==> src/rtl/mc_pkg.sv <==
package mc_pkg;

    typedef enum logic [2:0] {
        MODE_D     = 3'd0,
        MODE_T     = 3'd1,
        MODE_JK    = 3'd2,
        MODE_SR    = 3'd3,
        MODE_LATCH = 3'd4
    } reg_mode_e;

    typedef struct packed {
        logic q;     // stored bit
        logic src;   // selected clock source level seen at the last clk edge
    } cell_state_t;

    // Next stored value for an edge-triggered personality on a clock event.
    function automatic logic edge_next(input logic [2:0] mode, input logic q,
                                       input logic d, input logic aux);
        logic r;
        case (mode)
            MODE_T:  r = q ^ d;
            MODE_JK: begin
                case ({d, aux})
                    2'b10:   r = 1'b1;
                    2'b01:   r = 1'b0;
                    2'b11:   r = ~q;
                    default: r = q;
                endcase
            end
            MODE_SR: begin
                case ({d, aux})
                    2'b10:   r = 1'b1;
                    2'b01:   r = 1'b0;
                    default: r = q;
                endcase
            end
            default: r = d;
        endcase
        return r;
    endfunction

endpackage

==> src/rtl/mc_pterms.sv <==
module mc_pterms #(
    parameter int N_IN = 8,
    parameter int NPT  = 5
) (
    input  logic [N_IN-1:0]     arr,
    input  logic [NPT*N_IN-1:0] tru,
    input  logic [NPT*N_IN-1:0] cmp,
    output logic [NPT-1:0]      pt
);
    for (genvar k = 0; k < NPT; k++) begin : g_term
        logic [N_IN-1:0] tmask;
        logic [N_IN-1:0] cmask;
        assign tmask = tru[k*N_IN +: N_IN];
        assign cmask = cmp[k*N_IN +: N_IN];
        // A literal not selected contributes a 1 to the AND.
        assign pt[k] = (&(~tmask | arr)) & (&(~cmask | ~arr));
    end
endmodule

==> src/rtl/mc_sum.sv <==
module mc_sum #(
    parameter int NPT = 5
) (
    input  logic [NPT-1:0] pt,
    input  logic [NPT-1:0] or_en,
    input  logic           cas_en,
    input  logic           cas_in,
    input  logic [1:0]     xor_sel,
    input  logic           xor_term,
    output logic           sum,
    output logic           xor_out
);
    logic xop;

    always_comb begin
        sum = cas_en & cas_in;
        for (int k = 0; k < NPT; k++) begin
            sum = sum | (or_en[k] & pt[k]);
        end
        case (xor_sel)
            2'd0:    xop = 1'b0;
            2'd1:    xop = 1'b1;
            default: xop = xor_term;
        endcase
        xor_out = sum ^ xop;
    end
endmodule

==> src/rtl/mc_reg.sv <==
module mc_reg
    import mc_pkg::*;
(
    input  logic       clk,
    input  logic       rst_n,
    input  logic       src,
    input  logic       ce,
    input  logic       d,
    input  logic       aux,
    input  logic [2:0] mode,
    input  logic       clr,
    input  logic       pre,
    output logic       q_eff,
    output logic       q_state,
    output logic       clk_edge
);
    cell_state_t cur_q;
    cell_state_t nxt_d;
    logic        is_latch;
    logic        open_w;

    always_comb begin
        nxt_d    = cur_q;
        nxt_d.src = src;
        is_latch = (mode == MODE_LATCH);
        clk_edge = src & ~cur_q.src;
        open_w   = is_latch & src & ce;
        if (clr) begin
            nxt_d.q = 1'b0;
        end else if (pre) begin
            nxt_d.q = 1'b1;
        end else if (is_latch) begin
            if (open_w) nxt_d.q = d;
        end else if (clk_edge & ce) begin
            nxt_d.q = edge_next(mode, cur_q.q, d, aux);
        end
        // Controls and latch transparency reach the output without waiting for clk.
        if (clr)         q_eff = 1'b0;
        else if (pre)    q_eff = 1'b1;
        else if (open_w) q_eff = d;
        else             q_eff = cur_q.q;
    end

    always_ff @(posedge clk or negedge rst_n) begin
        if (!rst_n) cur_q <= '0;
        else        cur_q <= nxt_d;
    end

    assign q_state = cur_q.q;
endmodule

==> src/rtl/pterm_macrocell.sv <==
module pterm_macrocell #(
    parameter int N_IN   = 8,
    parameter int NPT    = 5,
    parameter int N_GCLK = 3,
    localparam int PT_W  = $clog2(NPT),
    localparam int CS_W  = $clog2(N_GCLK + 1)
) (
    input  logic                 clk,
    input  logic                 rst_n,
    input  logic [N_IN-1:0]      arr_in,
    input  logic                 pin_in,
    input  logic                 cas_in,
    input  logic [N_GCLK-1:0]    gclk,
    input  logic                 gclr,
    input  logic [1:0]           goe,
    input  logic [NPT*N_IN-1:0]  cfg_tru,
    input  logic [NPT*N_IN-1:0]  cfg_cmp,
    input  logic [NPT-1:0]       cfg_or_en,
    input  logic                 cfg_cas_en,
    input  logic [1:0]           cfg_xor_sel,
    input  logic [PT_W-1:0]      cfg_xor_pt,
    input  logic [1:0]           cfg_d_sel,
    input  logic [PT_W-1:0]      cfg_d_pt,
    input  logic [PT_W-1:0]      cfg_aux_pt,
    input  logic [2:0]           cfg_mode,
    input  logic [CS_W-1:0]      cfg_clk_sel,
    input  logic [PT_W-1:0]      cfg_clk_pt,
    input  logic                 cfg_ce_en,
    input  logic [PT_W-1:0]      cfg_ce_pt,
    input  logic [1:0]           cfg_ar_sel,
    input  logic [PT_W-1:0]      cfg_ar_pt,
    input  logic                 cfg_ap_en,
    input  logic [PT_W-1:0]      cfg_ap_pt,
    input  logic                 cfg_out_reg,
    input  logic                 cfg_fb_reg,
    input  logic [2:0]           cfg_oe_sel,
    input  logic [PT_W-1:0]      cfg_oe_pt,
    input  logic [PT_W-1:0]      cfg_fold_pt,
    output logic                 pin_out,
    output logic                 pin_oe,
    output logic                 fb_out,
    output logic                 fold_out,
    output logic                 cas_out
);
    localparam int PT_N = 1 << PT_W;
    localparam int CS_N = 1 << CS_W;
    localparam logic [CS_W-1:0] CS_TERM = CS_W'(N_GCLK);

    logic [NPT-1:0]  pt;
    logic [PT_N-1:0] pt_ext;
    logic [CS_N-1:0] gclk_ext;
    logic            sum_w;
    logic            xor_w;
    logic            reg_d;
    logic            reg_aux;
    logic            reg_src;
    logic            reg_ce;
    logic            clr_act;
    logic            pre_act;
    logic            q_eff;
    logic            q_state;
    logic            reg_edge;

    function automatic logic pick(input logic [PT_N-1:0] v, input logic [PT_W-1:0] idx);
        return v[idx];
    endfunction

    mc_pterms #(.N_IN(N_IN), .NPT(NPT)) i_terms (
        .arr (arr_in),
        .tru (cfg_tru),
        .cmp (cfg_cmp),
        .pt  (pt)
    );

    // Indices past the last term land on zero padding.
    assign pt_ext   = PT_N'(pt);
    assign gclk_ext = CS_N'(gclk);

    mc_sum #(.NPT(NPT)) i_sum (
        .pt       (pt),
        .or_en    (cfg_or_en),
        .cas_en   (cfg_cas_en),
        .cas_in   (cas_in),
        .xor_sel  (cfg_xor_sel),
        .xor_term (pick(pt_ext, cfg_xor_pt)),
        .sum      (sum_w),
        .xor_out  (xor_w)
    );

    always_comb begin
        case (cfg_d_sel)
            2'd0:    reg_d = xor_w;
            2'd1:    reg_d = pick(pt_ext, cfg_d_pt);
            default: reg_d = pin_in;
        endcase
        reg_aux = pick(pt_ext, cfg_aux_pt);
        if (cfg_clk_sel < CS_TERM) begin
            reg_src = gclk_ext[cfg_clk_sel];
            reg_ce  = cfg_ce_en ? pick(pt_ext, cfg_ce_pt) : 1'b1;
        end else begin
            reg_src = pick(pt_ext, cfg_clk_pt);
            reg_ce  = 1'b1;
        end
        case (cfg_ar_sel)
            2'd0:    clr_act = 1'b0;
            2'd1:    clr_act = gclr;
            2'd2:    clr_act = pick(pt_ext, cfg_ar_pt);
            default: clr_act = gclr | pick(pt_ext, cfg_ar_pt);
        endcase
        pre_act = cfg_ap_en & pick(pt_ext, cfg_ap_pt);
    end

    mc_reg i_reg (
        .clk      (clk),
        .rst_n    (rst_n),
        .src      (reg_src),
        .ce       (reg_ce),
        .d        (reg_d),
        .aux      (reg_aux),
        .mode     (cfg_mode),
        .clr      (clr_act),
        .pre      (pre_act),
        .q_eff    (q_eff),
        .q_state  (q_state),
        .clk_edge (reg_edge)
    );

    always_comb begin
        pin_out  = cfg_out_reg ? q_eff : xor_w;
        fb_out   = cfg_fb_reg  ? q_eff : xor_w;
        fold_out = ~pick(pt_ext, cfg_fold_pt);
        cas_out  = sum_w;
        case (cfg_oe_sel)
            3'd0:    pin_oe = 1'b1;
            3'd1:    pin_oe = 1'b0;
            3'd2:    pin_oe = goe[0];
            3'd3:    pin_oe = goe[1];
            default: pin_oe = pick(pt_ext, cfg_oe_pt);
        endcase
    end
endmodule

==> config.mk <==
export PLATFORM = sky130hd
export DESIGN_NAME = pterm_macrocell
export DESIGN_NICKNAME = d
export VERILOG_FILES = /design/src/rtl/mc_pkg.sv /design/src/rtl/mc_pterms.sv /design/src/rtl/mc_sum.sv /design/src/rtl/mc_reg.sv /design/src/rtl/pterm_macrocell.sv
export SDC_FILE = /design/constraint.sdc
export NUM_CORES = 1
export LEC_CHECK = 0
export BUFFER_PORTS_ARGS = -buffer_cell sky130_fd_sc_hd__buf_4
export CORE_UTILIZATION = 38
export DETAILED_ROUTE_END_ITERATION = 6
export PLACE_DENSITY = 0.87
export SYNTH_ARGS = -nofsm -noshare
export SYNTH_HDL_FRONTEND = slang
export SYNTH_SLANG_ARGS = --single-unit
==> constraint.sdc <==
create_clock -name clk -period 4.4 [get_ports clk]
set_input_delay 0.88 -clock clk [delete_from_list [all_inputs] [get_ports clk]]
set_output_delay 0.88 -clock clk [all_outputs]
set_load 0.005 [all_outputs]
==> metrics.md <==
| Metric | Value |
|---|---|
| Largest family of logic cells by synthesized area | compound AO/OA/AOI/OAI gates |
| Antenna Violating Nets Remaining | 0 |
| Post-synth ARST share | 100.0% |
| Via-to-Cell Ratio | 5.566 |
| Static Leak | roughly 0.0014 uW |
| Via count | between 2k and 2.5k |
| Leading register cell type out of synthesis | dfrtp_1 |
| Final Max Slew Viols | 0 |
| Fin Setup TNS | 0 ps |
| Root Driver | clkbuf_8 |
| Fin nets | 539 |
| Post-CTS Setup Bufs | 0 |
| Final setup viols | 0 |
| Cell area after layout | 0.002882 mm^2 |
| Synth cell types | 57 |
| Clock skew | roughly 0.63 ps |
| CP arrival | 3310 ps |
| DIE WIDTH | slightly below 70 um |
| Worst-path cell chain | buf_4 -> nand2b_1 -> o2111ai_1 -> nor4_4 -> a32oi_1 -> or3_1 -> a31oi_1 -> o31ai_4 -> a31oi_1 -> o21ai_1 -> mux2i_1 -> buf_4 |
| Compound-Gate Fraction of Synth Area | 38.04% |
| Period minus WS final | approximately 4200 ps |
| I/O Buffers | 153 |
| P&R area growth vs syn | 76.61% |
| Max frequency | 238.8 MHz |
| Syn_area_per_cell | between 7 and 8 um^2 |
| Vias in the first global route | 2381 |
| Antenna cell count | 0 |
| Mapped cell area | 0.001632 mm^2 |
| 1st-iter DRT viols | 116 |
| Required @ worst endpoint | about 3500 ps |
| Die Y | 67.53 um |
| Initial antenna violation count | 0 |
| DR pass1 iterations | 4 |
| Synthesized flop and latch total | 2 |
| Met1 usage | 30.05% |
| CTS buffer count | 3 |
| Dpl cell area | 0.002834 mm^2 |
| Sequential area share after synthesis | a little over 3% |
| Worst-path fanout max | 9 |
| Worst slew margin | 71.76% |
| Core Area | 0.004058 mm^2 |
| Crit. End Element | output pin |
| Final hold violation count | 0 |
| Worst vdd ir | 0.00007384 V |
| Final WL | 6.581 mm |
| CTS max path bufs | 2 |
| Crit-path leading delay family | compound AO/OA/AOI/OAI gates |
| P per Cell Area | between 100 and 150 mW/mm^2 |
| Die area | 0.004560 mm^2 |
| Avg WL per Cell | between 15 and 20 um |
| Yosys Warn Count | 0 |
| Met2 usage | 56.56% |
| Final period utilization | 95.17% |
| Simple-gate share of the synthesized area | 33.28% |
| Clk Latency, worst-skew pair | 210 ps |
| Crit path buf inv count | 2 |
| Outcome | complete, no violations |
| Placed instance count | roughly 430 |
| Post-Place Setup Slack | 141.0 ps |
| Worst slew pin tran | 420.5 ps |
| Clock-pin transition on the worst setup and hold timing paths | 30 ps |
| Post-synthesis xor/xnor area fraction | 0% |
| EDFF count, synth | 0 |
| Worst path slowest cell | nor4_4 |
| GR peak layer | met2 |
| Setup CP Type | primary input to output pin |
| Grt total ovfl | 0 |
| Num ports | ~150 |
| Final HPWL DP | 5.755 mm |
| GRT Resource Usage Total | 28.69% |
| Largest net degree at the start of global routing | 11 |
| Startpoint Class | primary input |
| MaxCap Viol Count | 0 |
| CTS tree | done |
| RSZ-0062 raised after global routing | false |
| Initial Util | 40.21% |
| Drt drc | 0 |
| Crit-path max cell delay | 480 ps |
| Adder-Cell Fraction of Synth Area | 2.301% |
| Mapped Nets | 381 |
| CTS Sinks | 2 |
| Layout cells sized above 1 | 49.35% |
| Min-delay worst type | primary input to asynchronous set/reset pin |
| First-pass GRT wire length | 10.03 mm |
| Row cnt | 23 |
| Met3 Use GR | 5.574% |
| GPL Wtd Cong | a little under 0.9 |
| Final worst slack | 212.6 ps |
| Finished Layout Cells | approximately 440 |
| H-tree depth | 1 |
| Post-synthesis cell count | 229 |
| Mux cell area share after synthesis | 13.34% |
## Yosys cell counts, types with 2 or more instances
cell | number | share of area, %
nand2_1 | 25 | 5.8
inv_1 | 22 | 5.1
nor2_1 | 22 | 5.1
nand2b_1 | 17 | 6.5
nor2b_1 | 10 | 3.8
mux2i_1 | 9 | 5.5
a22oi_1 | 8 | 3.7
o21ai_0 | 8 | 2.5
a31oi_1 | 7 | 2.7
a21oi_1 | 6 | 1.8
nand3_1 | 6 | 1.8
o2111ai_1 | 6 | 3.2
a2111oi_2 | 4 | 3.7
a32oi_1 | 4 | 2.1
buf_6 | 4 | 2.8
mux4_2 | 4 | 5.5
nor3_1 | 4 | 1.2
a311oi_1 | 3 | 1.6
buf_4 | 3 | 1.4
ha_1 | 3 | 2.3
o21ai_1 | 3 | 0.92
o22ai_1 | 3 | 1.2
a2111oi_4 | 2 | 3.4
a22o_1 | 2 | 1.1
a31o_2 | 2 | 1.1
a41oi_1 | 2 | 1.1
and2_1 | 2 | 0.77
and3_1 | 2 | 0.77
dfrtp_1 | 2 | 3.1
mux2_2 | 2 | 1.4
nand4_1 | 2 | 0.77
nor3b_1 | 2 | 0.92
o211ai_1 | 2 | 0.92
or2_2 | 2 | 0.77
or3_1 | 2 | 0.77
## power by group
group | leakage (uW) | switching, uW | internal [uW]
Sequential | 0.0000239 | 3.92 | 21.6
Combinational | 0.00135 | 97.4 | 147
Clock | 0.0000216 | 13.9 | 57.8
## kinds of logic after synthesis
kind of cell / Yosys count
compound gates: 73
fa+ha+maj: 3
buf+inv: 32
flops: 2
mux: 16
simple gates: 103
## worst paths after layout
| kind | cells past startpoint | endpoint | slack [ps] | start |
|---|---|---|---|---|
| min in group clk | 2 | i_reg.q_state | 790 | i_reg.q_state |
| setup / recovery | 12 | fb_out | 210 | arr_in[0] |
| max in group asynchronous | 1 | i_reg.q_state | 3870 | rst_n |
| hold / removal | 1 | i_reg.cur_q[0] | 450 | rst_n |
| hold reg to reg | 2 | i_reg.q_state | 790 | i_reg.q_state |
| setup reg to reg | 7 | i_reg.q_state | 2830 | i_reg.q_state |
## state kept, by name, indices dropped and copies added, names as in the netlist
| register | flops |
|---|---|
| i_reg.cur_q | 1 |
| i_reg.q_state | 1 |
## worst register-to-register path: stages (launching register included)
cell,delay [ps]
dfrtp_1,430
nand2b_1,140
a21oi_1,90
nor3_1,280
o21ai_0,130
nand3_1,90
a211oi_1,40
a211o_1,240
## layout make-up
type / instances / area [um^2]
flip-flops and latches: 2 / 50.05
clock buffers: 3 / 41.29
inverters: 23 / 86.33
fillers: 337 / 1176
well taps: 50 / 62.56
multi-input cells: 195 / 1425
repair buffers: 162 / 1216
## cell usage in the layout, fill, tap and decap left out, drive strengths merged, types with 2 or more instances in the layout
cell       n
dfrtp      2
a311oi     3
a31oi      7
nor2b     10
a2111oi    6
clkbuf     3
nor4       2
a31o       2
or3        2
nand4      2
mux2i      9
and3       2
mux2       3
ha         3
a22o       2
o21ai     11
nor2      22
nor3b      2
a21oi      6
nand2b    17
inv       23
o2111ai    7
o211ai     2
o22ai      3
a41oi      2
and2       4
a22oi      8
nand3      6
or2        2
nand2     25
mux4       4
buf      162
a32oi      4
nor3       4
## metal layers
layer | vias to the layer above | wire length (um)
met1 | 1093 | 2280
met3 | 14 | 602
met5 | - | 0
met4 | 0 | 178
li1 | 1183 | -
met2 | 131 | 3519
## repair_timing
item,in CTS,in global routing
setup endpoints to repair,0,2
gates resized for setup,0,1
hold buffers,0,0
## through the flow
stage | power [uW] | util (%) | hold WS, ps
after floorplan | 130.7 | - | 584.4
after global placement | 263.6 | 69.84 | 666.2
after detailed placement | 267.6 | 69.84 | 662.6
after CTS | 339.6 | 70.86 | 447.7
after global routing | 366.8 | 71.01 | 443.0
final | 341.7 | 71.01 | 446.0
No activity file was read; power rests on OpenSTA's default activity.
